<file path="src/rtl/skm_pkg.sv">
package skm_pkg;

    localparam int DEF_WA = 4;
    localparam int DEF_WB = 4;

    typedef struct packed {
        logic c;
        logic s;
    } fa_out_t;

    function automatic fa_out_t full_add(input logic x, input logic y, input logic z);
        fa_out_t r;
        r.s = x ^ y ^ z;
        r.c = (x & y) | (z & (x ^ y));
        return r;
    endfunction

endpackage

</file>
<file path="src/rtl/skm_cell.sv">
module skm_cell (
    input  logic col_en,
    input  logic row_bit,
    input  logic s_in,
    input  logic c_in,
    output logic s_out,
    output logic c_out
);
    import skm_pkg::*;

    logic    pp;
    logic    gs;
    logic    gc;
    fa_out_t fa;

    // freeze the adder inputs of an idle column at zero
    assign pp = col_en & row_bit;
    assign gs = col_en & s_in;
    assign gc = col_en & c_in;
    assign fa = full_add(pp, gs, gc);

    // an idle column forwards the incoming sum unchanged
    assign s_out = col_en ? fa.s : s_in;
    assign c_out = fa.c;

endmodule

</file>
<file path="src/rtl/skm_array.sv">
module skm_array #(
    parameter int WA = skm_pkg::DEF_WA,
    parameter int WB = skm_pkg::DEF_WB
) (
    input  logic          clk,
    input  logic          rst_n,
    input  logic [WA-1:0] op_a,
    input  logic [WB-1:0] op_b,
    output logic [WB-1:0] lo_bits,
    output logic [WA-2:0] sum_hi,
    output logic [WA-1:0] car_hi
);
    localparam int LAST = WB - 1;

    logic [WB-1:0][WA-1:0] s_row;
    logic [WB-1:0][WA-1:0] c_row;

    // first row: plain partial products, no carries
    assign s_row[0] = op_a & {WA{op_b[0]}};
    assign c_row[0] = '0;

    for (genvar i = 1; i < WB; i++) begin : g_row
        for (genvar j = 0; j < WA; j++) begin : g_col
            logic s_feed;
            if (j == WA - 1) begin : g_top
                assign s_feed = 1'b0;
            end else begin : g_mid
                assign s_feed = s_row[i-1][j+1];
            end

            skm_cell u_cell (
                .col_en (op_a[j]),
                .row_bit(op_b[i]),
                .s_in   (s_feed),
                .c_in   (c_row[i-1][j]),
                .s_out  (s_row[i][j]),
                .c_out  (c_row[i][j])
            );

            p_col_cin_zero_r3: assert property (@(posedge clk) disable iff (!rst_n)
                !op_a[j] |-> (c_row[i-1][j] == 1'b0))
                else $error("R3: carry into idle column %0d row %0d", j, i);

            p_col_cout_zero_r3: assert property (@(posedge clk) disable iff (!rst_n)
                !op_a[j] |-> (c_row[i][j] == 1'b0))
                else $error("R3: idle column %0d row %0d emitted a carry", j, i);
        end
    end

    for (genvar i = 0; i < WB; i++) begin : g_lo
        assign lo_bits[i] = s_row[i][0];
    end

    assign sum_hi = s_row[LAST][WA-1:1];
    // mask carries of idle columns ahead of the final adder
    assign car_hi = c_row[LAST] & op_a;

endmodule

</file>
<file path="src/rtl/skm_cpa.sv">
module skm_cpa #(
    parameter int W = skm_pkg::DEF_WA
) (
    input  logic [W-1:0] x,
    input  logic [W-1:0] y,
    output logic [W-1:0] s,
    output logic         co
);
    logic [W:0] cy;

    assign cy[0] = 1'b0;

    for (genvar k = 0; k < W; k++) begin : g_bit
        skm_pkg::fa_out_t r;
        assign r       = skm_pkg::full_add(x[k], y[k], cy[k]);
        assign s[k]    = r.s;
        assign cy[k+1] = r.c;
    end

    assign co = cy[W];

endmodule

</file>
<file path="src/rtl/skip_array_mult.sv">
module skip_array_mult #(
    parameter int WA      = skm_pkg::DEF_WA,
    parameter int WB      = skm_pkg::DEF_WB,
    parameter bit OUT_REG = 1'b1
) (
    input  logic               clk,
    input  logic               rst_n,
    input  logic [WA-1:0]      op_a,
    input  logic [WB-1:0]      op_b,
    output logic [WA+WB-1:0]   prod
);
    localparam int PW = WA + WB;

    logic [WB-1:0] lo_bits;
    logic [WA-2:0] sum_hi;
    logic [WA-1:0] car_hi;
    logic [WA-1:0] hi_bits;
    logic          cpa_co;
    logic [PW-1:0] prod_d;

    skm_array #(.WA(WA), .WB(WB)) u_array (
        .clk    (clk),
        .rst_n  (rst_n),
        .op_a   (op_a),
        .op_b   (op_b),
        .lo_bits(lo_bits),
        .sum_hi (sum_hi),
        .car_hi (car_hi)
    );

    skm_cpa #(.W(WA)) u_cpa (
        .x ({1'b0, sum_hi}),
        .y (car_hi),
        .s (hi_bits),
        .co(cpa_co)
    );

    assign prod_d = {hi_bits, lo_bits};

    p_cpa_no_overflow_r5: assert property (@(posedge clk) disable iff (!rst_n)
        cpa_co == 1'b0)
        else $error("R5: final adder overflowed");

    p_zero_operand_r7: assert property (@(posedge clk) disable iff (!rst_n)
        ((op_a == '0) || (op_b == '0)) |-> (prod_d == '0))
        else $error("R7: zero operand gave nonzero product");

    if (OUT_REG) begin : g_reg
        logic [PW-1:0] prod_q;

        always_ff @(posedge clk or negedge rst_n) begin
            if (!rst_n) prod_q <= '0;
            else        prod_q <= prod_d;
        end

        assign prod = prod_q;

        p_latency_r6: assert property (@(posedge clk) disable iff (!rst_n)
            $past(rst_n) |-> (prod == (PW'($past(op_a)) * PW'($past(op_b)))))
            else $error("R6: registered product wrong");
    end else begin : g_comb
        assign prod = prod_d;

        p_product_r1: assert property (@(posedge clk) disable iff (!rst_n)
            prod == (PW'(op_a) * PW'(op_b)))
            else $error("R1: product wrong");
    end

endmodule

</file>
<file path="config.mk">
export PLATFORM = sky130hd
export DESIGN_NAME = skip_array_mult
export DESIGN_NICKNAME = d
export VERILOG_FILES = /design/src/rtl/skm_pkg.sv /design/src/rtl/skm_cell.sv /design/src/rtl/skm_array.sv /design/src/rtl/skm_cpa.sv /design/src/rtl/skip_array_mult.sv
export SDC_FILE = /design/constraint.sdc
export NUM_CORES = 1
export LEC_CHECK = 0
export ABC_AREA = 0
export BUFFER_PORTS_ARGS = -buffer_cell sky130_fd_sc_hd__buf_4
export CORE_MARGIN = 1.5
export CORE_UTILIZATION = 51
export DETAILED_ROUTE_END_ITERATION = 16
export PLACE_DENSITY_LB_ADDON = 0.08
export SYNTH_ARGS = -nofsm -noshare
export SYNTH_HDL_FRONTEND = slang
export SYNTH_SLANG_ARGS = --single-unit
</file>
<file path="constraint.sdc">
create_clock -name clk -period 0.8 [get_ports clk]
set_input_delay 0.12 -clock clk [delete_from_list [all_inputs] [get_ports clk]]
set_output_delay 0.12 -clock clk [all_outputs]
set_load 0.005 [all_outputs]
</file>
==> results of run 1 <==
## what timing repair did
action                                 in CTS  in global routing
endpoints found under the hold margin       8                  0
setup endpoints to repair                  14                 15
gates resized for setup                    16                  5
hold buffers                                1                  0
pin swaps                                   8                  2
buffers inserted                            5                  1
## stage by stage
stage | area, sq um | worst slack, ns | cells | hold slack (ns) | util [%]
final | 1160 | -2.07 | 129 | 0.217 | 89.2
after floorplan | 808 | -2.19 | 77 | -0.176 | -
after global routing | 1160 | -2.15 | 129 | 0.251 | 89.2
after CTS | 1140 | -2.04 | 128 | 0.216 | 87.4
after global placement | 1010 | -2.30 | 119 | -0.0631 | 77.7
after detailed placement | 1010 | -2.38 | 119 | -0.0582 | 77.7
## cell usage after synthesis (all sizes together)
master | count | area, sq um
a22o | 1 | 8.76
mux2 | 2 | 22.5
fa | 8 | 160
ha | 4 | 50.1
nand3b | 2 | 15.0
and3 | 3 | 18.8
o21a | 1 | 7.51
nand3 | 3 | 15.0
mux2i | 1 | 10.0
dfrtp | 8 | 200
nand2 | 22 | 82.6
nor2b | 2 | 12.5
buf | 3 | 15.0
and2 | 6 | 37.5
a21oi | 1 | 5.00
nand2b | 3 | 18.8
o21ai | 2 | 10.0
inv | 5 | 18.8
## area by class of cell
type,instances,area (sq um),area share (%)
flip-flops and latches,8,200,17.2
clock buffers,3,22.5,1.94
well taps,15,18.8,1.62
multi-input cells,61,572,49.2
repair buffers,37,329,28.3
inverters,5,18.8,1.62
## report_power, final
group	switching (mW)	internal, mW	leakage (nW)	total, mW
registers	0.0173	0.443	0.102	0.460
logic	0.219	0.302	0.434	0.521
clock network	0.134	0.171	0.0138	0.305
## cell families after synthesis
group | count (synthesis)
and+or+nand+nor | 41
adders and majority gates | 12
buffers and inverters | 8
DFF | 8
AOI/OAI and AO/OA | 5
muxes | 3
## per-layer routing
layer / wire [um] / vias to the layer above / track usage [%]
li1: - / 318 / -
met1: 789 / 334 / 27.8
met5: 0 / - / 0
met4: 65 / 0 / 19.2
met3: 102 / 9 / 5.00
met2: 1040 / 33 / 47.6
## path summary, 6_finish.rpt
path                       startpoint  endpoint  slack, ns  cells after the start
max                           op_b[0]   prod[6]      -2.07                     14
min                             rst_n   prod[4]       0.22                      2
max in group asynchronous       rst_n   prod[3]       0.45                      2
min in group clk              op_a[0]   prod[1]       0.32                      3
==> implementation parameters, run 1 <==
Parameter                              Value

Status
  Outcome    finished with violations
  Failing checks    setup timing

Die
  Chip height    40.3 um
  Core Area    0.00130 sq mm
  I/O pin cnt    18
  Floorplan die area    0.00162 sq mm
  Starting Density    54.4%
  Die outline width    40.3 um
  FP Rows    13

CTS
  Clock transition at the register clock pins on the worst setup and hold paths after CTS    0.05 ns
  Maximum buffer depth of the clock tree    2
  Number of buffers created by CTS    3
  CTS root buffer    clkbuf_4
  Max H-tree Level    1
  TritonCTS clock tree    done
  Number of sinks handled by clock tree synthesis    8

Synthesis
  Synth Net Count    99
  Dominant combinational cell family by area after synthesis    adder cells
  Area share of and/or/nand/nor cells after synthesis    28.3%
  Compound-gate portion of the synthesized area    4.42%
  Share of the yosys chip area belonging to registers    28.3%
  Total of warnings raised by yosys    0
  Number of synthesized register bits    8
  Adder-cell share of the synthesized area    29.7%
  Multiplexer share of the synthesized area    4.59%
  Syn avg cell area    9.20 sq um
  Xor-xnor portion of the synthesized cell area    0%
  Number of instances in the synthesized netlist    77
  Netlist area before placement    708 sq um
  Number of different library cells in the post-synthesis netlist    18

Drt
  DR DRC count    0
  DRC violation total after the first TritonRoute iteration    21
  Total length of routed wires    2.00 mm
  Average detailed-routed wire length per instance    15.5 um
  Post-DR vias/cell    5.38
  First-pass iteration count of the detailed router    4
  Vias after detailed routing    694
  ANT nets after route    0

Setup path
  Buffer and inverter count on the worst path    3
  Delay of the slowest cell on the worst path    0.51 ns
  Crit path max-delay cell type    fa_1
  Critical-path cell list    buf_8, and3_4, ha_4, nand2_2, fa_1, mux2i_1, and2_1, fa_1, mux2_4, ha_4, inv_2, fa_2, fa_1, inv_1
  Type of the worst setup path    input pin to flip-flop
  CP Launch Type    input pin
  Crit-path max FO    3
  Most frequent cell on the critical path    fa_1
  Arr. time, crit path    3.01 ns
  Critical path data required time    0.94 ns
  Kind of cell with the highest combined delay on the critical path    adder cells
  Kind of capture point of the worst setup path    flip-flop

GRT
  Overall global routing resource usage    26.7%
  Largest net degree at the start of global routing    16
  Number of global-route vias before repair    600
  Number of antenna violations at the first check in global routing    0
  First-pass GRT wire length    2.67 mm
  Global route total overflow    0

Power and ir drop
  PnR Total Power    1.29 mW
  Power per Cell Area    1110 mW/mm^2
  IR drop worst, VDD    596 uV
  Leakage power    0.550 nW

Timing
  Setup violations, final    15
  Tightest Pin Transition    0.205 ns
  Total Neg Setup Slack    -9.75 ns
  Smallest setup slack after layout    -2.07 ns
  Crit path time final    2.87 ns
  Total count of hold-check failures in the final report    0
  Tightest slew margin relative to the limit    85.9%
  Final Max Slew Viols    0
  Unrepaired setup endpoints after global routing    true
  Ratio of final minimum period to clock period    359%
  Highest attainable clock frequency    0.348 GHz

Job
  Max-capacitance violation count    0

Cells and area
  Layout Nets    138
  Fraction of final layout cells sized beyond drive strength 1    54.4%
  Top library cells by usage in the layout, fill and taps aside    buf_4, nand2_1, buf_6
  Number of fill cells in the layout    66
  Most common library cell in the layout ignoring fill and taps    buf_4
  Final antenna diode count    0
  Max reg flops    8
  P&R area growth vs syn    64.0%

Place
  Detailed-placement wirelength estimate    1.24 mm
  Buffers on Ports    17
  Gp weighted congestion    0.741

Min path
  Hold Path Class    input pin to async pin
Power figures use the tool's default switching activity.
==> inputs of run 2 (changes only) <==
--- a/config.mk
+++ b/config.mk
@@ -8,9 +8,10 @@
 export ABC_AREA = 0
 export BUFFER_PORTS_ARGS = -buffer_cell sky130_fd_sc_hd__buf_4
 export CORE_MARGIN = 1.5
-export CORE_UTILIZATION = 51
+export CORE_UTILIZATION = 55
 export DETAILED_ROUTE_END_ITERATION = 16
 export PLACE_DENSITY_LB_ADDON = 0.08
 export SYNTH_ARGS = -nofsm -noshare
 export SYNTH_HDL_FRONTEND = slang
+export SYNTH_HIERARCHICAL = 1
 export SYNTH_SLANG_ARGS = --single-unit
==> run 2 against run 1 <==
Against the previous run: the run still ends with setup timing left; area after synthesis grew 49%; cell area grew 30%; cell count grew 24%; critical path depth grew 4; global-route usage shrank 7.5 points; synthesized cell count grew 18%; sequential cell count is the same; first-iteration DRC count shrank 95%; clock power is essentially flat; highest routed layer unchanged.
==> implementation parameters, run 2 <==
Parameter                              Value

Drt
  First-pass iteration count of the detailed router    3 (-1)
  Vias after detailed routing    724 (+4.3%)
  Average detailed-routed wire length per instance    10.9 um (-29%)
  DRC violation total after the first TritonRoute iteration    1 (-95%)
  Post-DR vias/cell    4.53 (-16%)
  Total length of routed wires    1.75 mm (-12%)
  ANT nets after route    0 (unchanged)
  DR DRC count    0 (unchanged)

Power and ir drop
  Power per Cell Area    1050 mW/mm^2 (-5.4%)
  Leakage power    0.760 nW (+38%)
  IR drop worst, VDD    655 uV (+9.8%)

GRT
  First-pass GRT wire length    2.91 mm (+9.0%)
  Met1 track demand over resource    19.0% (-8.8 points)
  GR met2 Demand/Resource    37.5% (-10 points)
  Number of antenna violations at the first check in global routing    0 (unchanged)
  Number of global-route vias before repair    744 (+24%)
  Overall global routing resource usage    19.3% (-7.5 points)
  Global route total overflow    0 (unchanged)
  Global routing's busiest layer    met2
  Largest net degree at the start of global routing    12 (-4)
  Met3 Usage GRT    1.54% (-3.5 points)

Setup path
  Critical path data required time    0.99 ns (+0.05 ns)
  CP Launch Type    input pin
  Beginning of the critical path    op_b[1]
  End point of the critical path    prod[7]
  Arr. time, crit path    3.93 ns (+0.92 ns)
  Type of the worst setup path    input pin to flip-flop
  Crit-path max FO    2 (-1)
  Kind of capture point of the worst setup path    flip-flop

Die
  Floorplan die area    0.00219 sq mm (+35%)
  I/O pin cnt    18 (unchanged)
  Die outline width    46.8 um (+16%)
  Starting Density    59.8% (+5.4 points)
  Core Area    0.00176 sq mm (+36%)
  Chip height    46.8 um (+16%)
  FP Rows    15 (+2)

Status
  Failing checks    setup timing
  Outcome    finished with violations

Cells and area
  Number of fill cells in the layout    108 (+64%)
  Final Instance Area    0.00151 sq mm (+30%)
  Fraction of final layout cells sized beyond drive strength 1    68.9% (+15 points)
  P&R area growth vs syn    42.8%
  Top library cells by usage in the layout, fill and taps aside    and2_2, buf_4, and2_4
  Layout Nets    163 (+18%)
  Most common library cell in the layout ignoring fill and taps    and2_2
  Final antenna diode count    0 (unchanged)
  Max reg flops    8 (unchanged)

Place
  Cell Area, Placed    0.00136 sq mm (+34%)
  Detailed-placement wirelength estimate    1.49 mm (+20%)
  Buffers on Ports    17 (unchanged)
  Gp weighted congestion    0.675 (-8.9%)

Timing
  Ratio of final minimum period to clock period    467% (+110 points)
  Total count of hold-check failures in the final report    0 (unchanged)
  Smallest setup slack after layout    -2.93 ns (-0.863 ns)
  Highest attainable clock frequency    0.268 GHz (-23%)
  Setup violations, final    15 (unchanged)
  Unrepaired setup endpoints after global routing    true
  Crit path time final    3.73 ns (+0.863 ns)
  Total Neg Setup Slack    -14.06 ns (-4.32 ns)
  Final Max Slew Viols    0 (unchanged)

Synthesis
  Total of warnings raised by yosys    6 (+6)
  Syn avg cell area    11.6 sq um (+26%)
  Number of instances in the synthesized netlist    91 (+18%)
  Netlist area before placement    0.00105 sq mm (+49%)

CTS
  CTS root buffer    clkbuf_4
  Clock transition at the register clock pins on the worst setup and hold paths after CTS    0.05 ns (about the same)
  Maximum buffer depth of the clock tree    2 (unchanged)
  Number of sinks handled by clock tree synthesis    8 (unchanged)
  Max H-tree Level    1 (unchanged)
  TritonCTS clock tree    done
  Number of buffers created by CTS    3 (unchanged)

Min path
  Hold Path Class    input pin to flip-flop

Job
  Max-capacitance violation count    0 (unchanged)
==> run 2: critical path: stages <==
cell and delay (ns):
buf_6 0.09, and2_4 0.14, fa_1 0.42, mux2_4 0.27, and2_4 0.14, fa_1 0.43
mux2_4 0.27, and2_4 0.14, fa_1 0.48, mux2_4 0.16, ha_4 0.12, inv_2 0.03
fa_2 0.32, inv_2 0.07, fa_2 0.19, inv_2 0.04, fa_1 0.42, inv_1 0.06
==> run 2: worst min path at each step <==
stage,start,to,slack (ns),cells past startpoint
after CTS,op_b[0],prod[0],0.15,3
after floorplan,rst_n,prod[0],-0.18,0
after detailed placement,rst_n,prod[0],-0.06,1
final,op_b[0],prod[0],0.18,3
after global placement,rst_n,prod[1],-0.06,1
after global routing,op_b[0],prod[0],0.19,3
==> run 2: where the power goes <==
part	switching [mW]	total [mW]	leakage, nW	internal (mW)
clock	0.136	0.308	0.0138	0.172
combinational	0.266	0.773	0.648	0.507
sequential	0.0306	0.498	0.0981	0.467
total	0.433	1.58	0.760	1.15
==> run 2: cell type report <==
cell class | instances | area, sq um | share of cell area [%]
multi-input combinational | 83 | 897 | 59.6
timing repair buffer | 32 | 322 | 21.3
sequential | 8 | 200 | 13.3
inverter | 9 | 33.8 | 2.24
tap | 25 | 31.3 | 2.08
clock buffer | 3 | 22.5 | 1.50
==> run 2: per-layer routing <==
metal	routed length, um	share of wire, %
met3	46	2.6
met2	1040	59
met5	0	0
met1	628	36
met4	37	2.1
==> run 2: metrics by stage <==
step           std cells  hold slack [ns]  util, %  power (mW)  setup slack [ns]
2_1_floorplan        100           -0.176        -       0.889             -3.02
4_1_cts              156            0.152     83.7        1.56             -2.96
5_1_grt              160            0.194     85.4        1.70             -3.05
3_5_place_dp         151          -0.0600     77.0        1.16             -3.28
6_report             160            0.185     85.4        1.58             -2.93
3_3_place_gp         151          -0.0629     77.0        1.12             -3.21
==> run 2: timing repair <==
action,CTS,global route
buffers inserted,1,4
hold buffers,1,0
gates resized for setup,21,0
hold endpoints to repair,8,0
pin swaps,5,2
setup endpoints to repair,15,15
==> inputs of run 3 (changes only) <==
--- a/config.mk
+++ b/config.mk
@@ -10,7 +10,7 @@
 export CORE_MARGIN = 1.5
 export CORE_UTILIZATION = 55
 export DETAILED_ROUTE_END_ITERATION = 16
-export PLACE_DENSITY_LB_ADDON = 0.08
+export PLACE_DENSITY = 0.78
 export SYNTH_ARGS = -nofsm -noshare
 export SYNTH_HDL_FRONTEND = slang
 export SYNTH_HIERARCHICAL = 1
==> run 3 against run 2 <==
Against the previous run: the run still ends with setup timing left; routed wire length is 18% higher; critical path depth stayed put; power is 3.2% higher; sequential share of layout area is 0.21 points lower; die area stayed put; via count is 3.6% higher; global-route usage is 3.3 points higher; critical endpoint unchanged; largest cell class unchanged.
==> implementation parameters, run 3 (synthesis results as in run 2) <==
Parameter                              Value

Drt
  Vias after detailed routing    750 (+3.6%)
  Average detailed-routed wire length per instance    12.6 um (+15%)
  DRC violation total after the first TritonRoute iteration    3 (+2)
  ANT nets after route    0 (unchanged)
  First-pass iteration count of the detailed router    3 (unchanged)
  DR DRC count    0 (unchanged)
  Post-DR vias/cell    4.57 (+1.1%)
  Total length of routed wires    2.06 mm (+18%)

Die
  Chip height    46.8 um (unchanged)
  Die outline width    46.8 um (unchanged)
  Core Area    0.00176 sq mm (unchanged)
  Starting Density    59.8% (unchanged)
  FP Rows    15 (unchanged)
  I/O pin cnt    18 (unchanged)
  Floorplan die area    0.00219 sq mm (unchanged)

Power and ir drop
  Switching share of power    28.3% (+0.91 points)
  Combinational fraction of design power    49.7% (+0.7 points)
  IR drop worst, VDD    682 uV (+4.2%)
  Leakage power    0.777 nW (+2.2%)
  Internal    1.17 mW (+1.9%)
  Sequential fraction of design power    30.6% (-1.0 points)
  Net switching power    0.461 mW (+6.6%)
  Fraction of power consumed by the clock network    19.7% (+0.2 points)
  PnR Total Power    1.63 mW (+3.2%)
  Power per Cell Area    1060 mW/mm^2 (+1.6%)

Setup path
  Most frequent cell on the critical path    fa_1
  Crit path max-delay cell type    fa_1
  Delay of the slowest cell on the worst path    0.47 ns (about the same)
  Critical-path cell list    buf_8, and2_4, fa_1, mux2_4, and2_4, fa_1, mux2_4, and2_4, fa_1, mux2_4, ha_4, inv_2, fa_2, inv_2, fa_2, inv_2, fa_1, inv_1
  Crit-path max FO    2 (unchanged)
  Kind of cell with the highest combined delay on the critical path    adder cells
  Arr. time, crit path    3.93 ns (about the same)
  Critical path data required time    1.00 ns (about the same)
  CP Launch Type    input pin
  Buffer and inverter count on the worst path    5 (unchanged)
  Kind of capture point of the worst setup path    flip-flop
  Type of the worst setup path    input pin to flip-flop

CTS
  CTS root buffer    clkbuf_4
  Number of sinks handled by clock tree synthesis    8 (unchanged)
  Max H-tree Level    1 (unchanged)
  TritonCTS clock tree    done
  Number of buffers created by CTS    3 (unchanged)
  Clock transition at the register clock pins on the worst setup and hold paths after CTS    0.06 ns (about the same)
  Maximum buffer depth of the clock tree    2 (unchanged)

Min path
  End point of the most critical hold path    prod[0]
  Hold Path Class    input pin to flip-flop
  Hold Path Origin    op_b[0]
  Cell count of the worst hold path    3 (unchanged)

GRT
  Global route total overflow    0 (unchanged)
  Overall global routing resource usage    22.6% (+3.3 points)
  Number of global-route vias before repair    788 (+5.9%)
  Number of antenna violations at the first check in global routing    0 (unchanged)
  Largest net degree at the start of global routing    12 (unchanged)
  First-pass GRT wire length    3.34 mm (+15%)

Place
  Buffers on Ports    17 (unchanged)
  Detailed-placement wirelength estimate    1.51 mm (+0.85%)
  Gp weighted congestion    0.742 (+10%)
  Cell total after placement    153 (+1.3%)
  Placement-stage worst setup slack    -3.25 ns (+0.0281 ns)

Status
  Outcome    finished with violations
  Failing checks    setup timing

Cells and area
  Top library cells by usage in the layout, fill and taps aside    and2_2, buf_4, and2_4
  Max reg flops    8 (unchanged)
  Layout Nets    167 (+2.5%)
  Number of fill cells in the layout    102 (-5.6%)
  Most common library cell in the layout ignoring fill and taps    and2_2
  Final antenna diode count    0 (unchanged)
  P&R area growth vs syn    45.1%
  Fraction of final layout cells sized beyond drive strength 1    70.5% (+1.6 points)
  Area of the multi-input gates    898 sq um (+0.14%)
  Number of cells in the finished layout apart from fillers    164 (+2.5%)
  FF/Latch Area    200 sq um (unchanged)

Timing
  Total count of hold-check failures in the final report    0 (unchanged)
  Setup violations, final    15 (unchanged)
  Unrepaired setup endpoints after global routing    true
  Total Neg Setup Slack    -14.35 ns (-0.288 ns)
  Crit path time final    3.74 ns (+0.00479 ns)
  Ratio of final minimum period to clock period    467% (+0.60 points)
  Smallest setup slack after layout    -2.94 ns (-0.00479 ns)
  Highest attainable clock frequency    0.268 GHz (-0.13%)
  Final Max Slew Viols    0 (unchanged)

Job
  Max-capacitance violation count    0 (unchanged)
[run 3: changes by cell type in the layout (fill, tap and decap cells not counted), sizes merged]
cell	before	now
buf	31	35
[run 3: layout make-up]
cell class / instances / area share, %
multi-input combinational: 83 / 58.7
timing repair buffer: 36 / 22.5
sequential: 8 / 13.1
inverter: 9 / 2.21
tap: 25 / 2.04
clock buffer: 3 / 1.47
[run 3: routing by layer]
metal,wire length (um),up-vias,track usage [%]
li1,-,363,-
met1,726,355,22.1
met2,1190,22,43.8
met3,54,10,3.46
met4,93,0,13.3
met5,0,-,0
[run 3: how the worst max path moves through the flow]
| stage | slack (ns) | to | cells past startpoint | from |
|---|---|---|---|---|
| after CTS | -2.98 | prod[7] | 18 | op_a[3] |
| after detailed placement | -3.25 | prod[7] | 18 | op_a[3] |
| after floorplan | -3.02 | prod[7] | 17 | op_b[1] |
| after global routing | -3.06 | prod[7] | 18 | op_a[3] |
| final | -2.94 | prod[7] | 18 | op_a[3] |
| after global placement | -3.20 | prod[7] | 18 | op_a[3] |
[run 3: stage by stage]
step / area [sq um] / hold slack [ns] / util (%)
floorplan: 1130 / -0.176 / -
global placement: 1370 / -0.0633 / 77.8
detailed placement: 1370 / -0.0610 / 77.8
CTS: 1490 / 0.191 / 84.3
global route: 1530 / 0.197 / 86.7
finish: 1530 / 0.190 / 86.7
[run 3: power by group through the flow]
stage | logic (mW) | registers (mW) | clock network, mW
detailed placement | 0.683 | 0.490 | 0
global route | 0.892 | 0.504 | 0.352
floorplan | 0.391 | 0.498 | 0
global placement | 0.647 | 0.488 | 0
CTS | 0.766 | 0.496 | 0.296
finish | 0.810 | 0.498 | 0.320
[run 3: timing repair]
action,in CTS,in global routing
endpoints found under the setup margin,15,15
buffers inserted,3,4
gates resized for setup,17,4
hold buffers,1,0
endpoints found under the hold margin,8,0
pin swaps,8,6
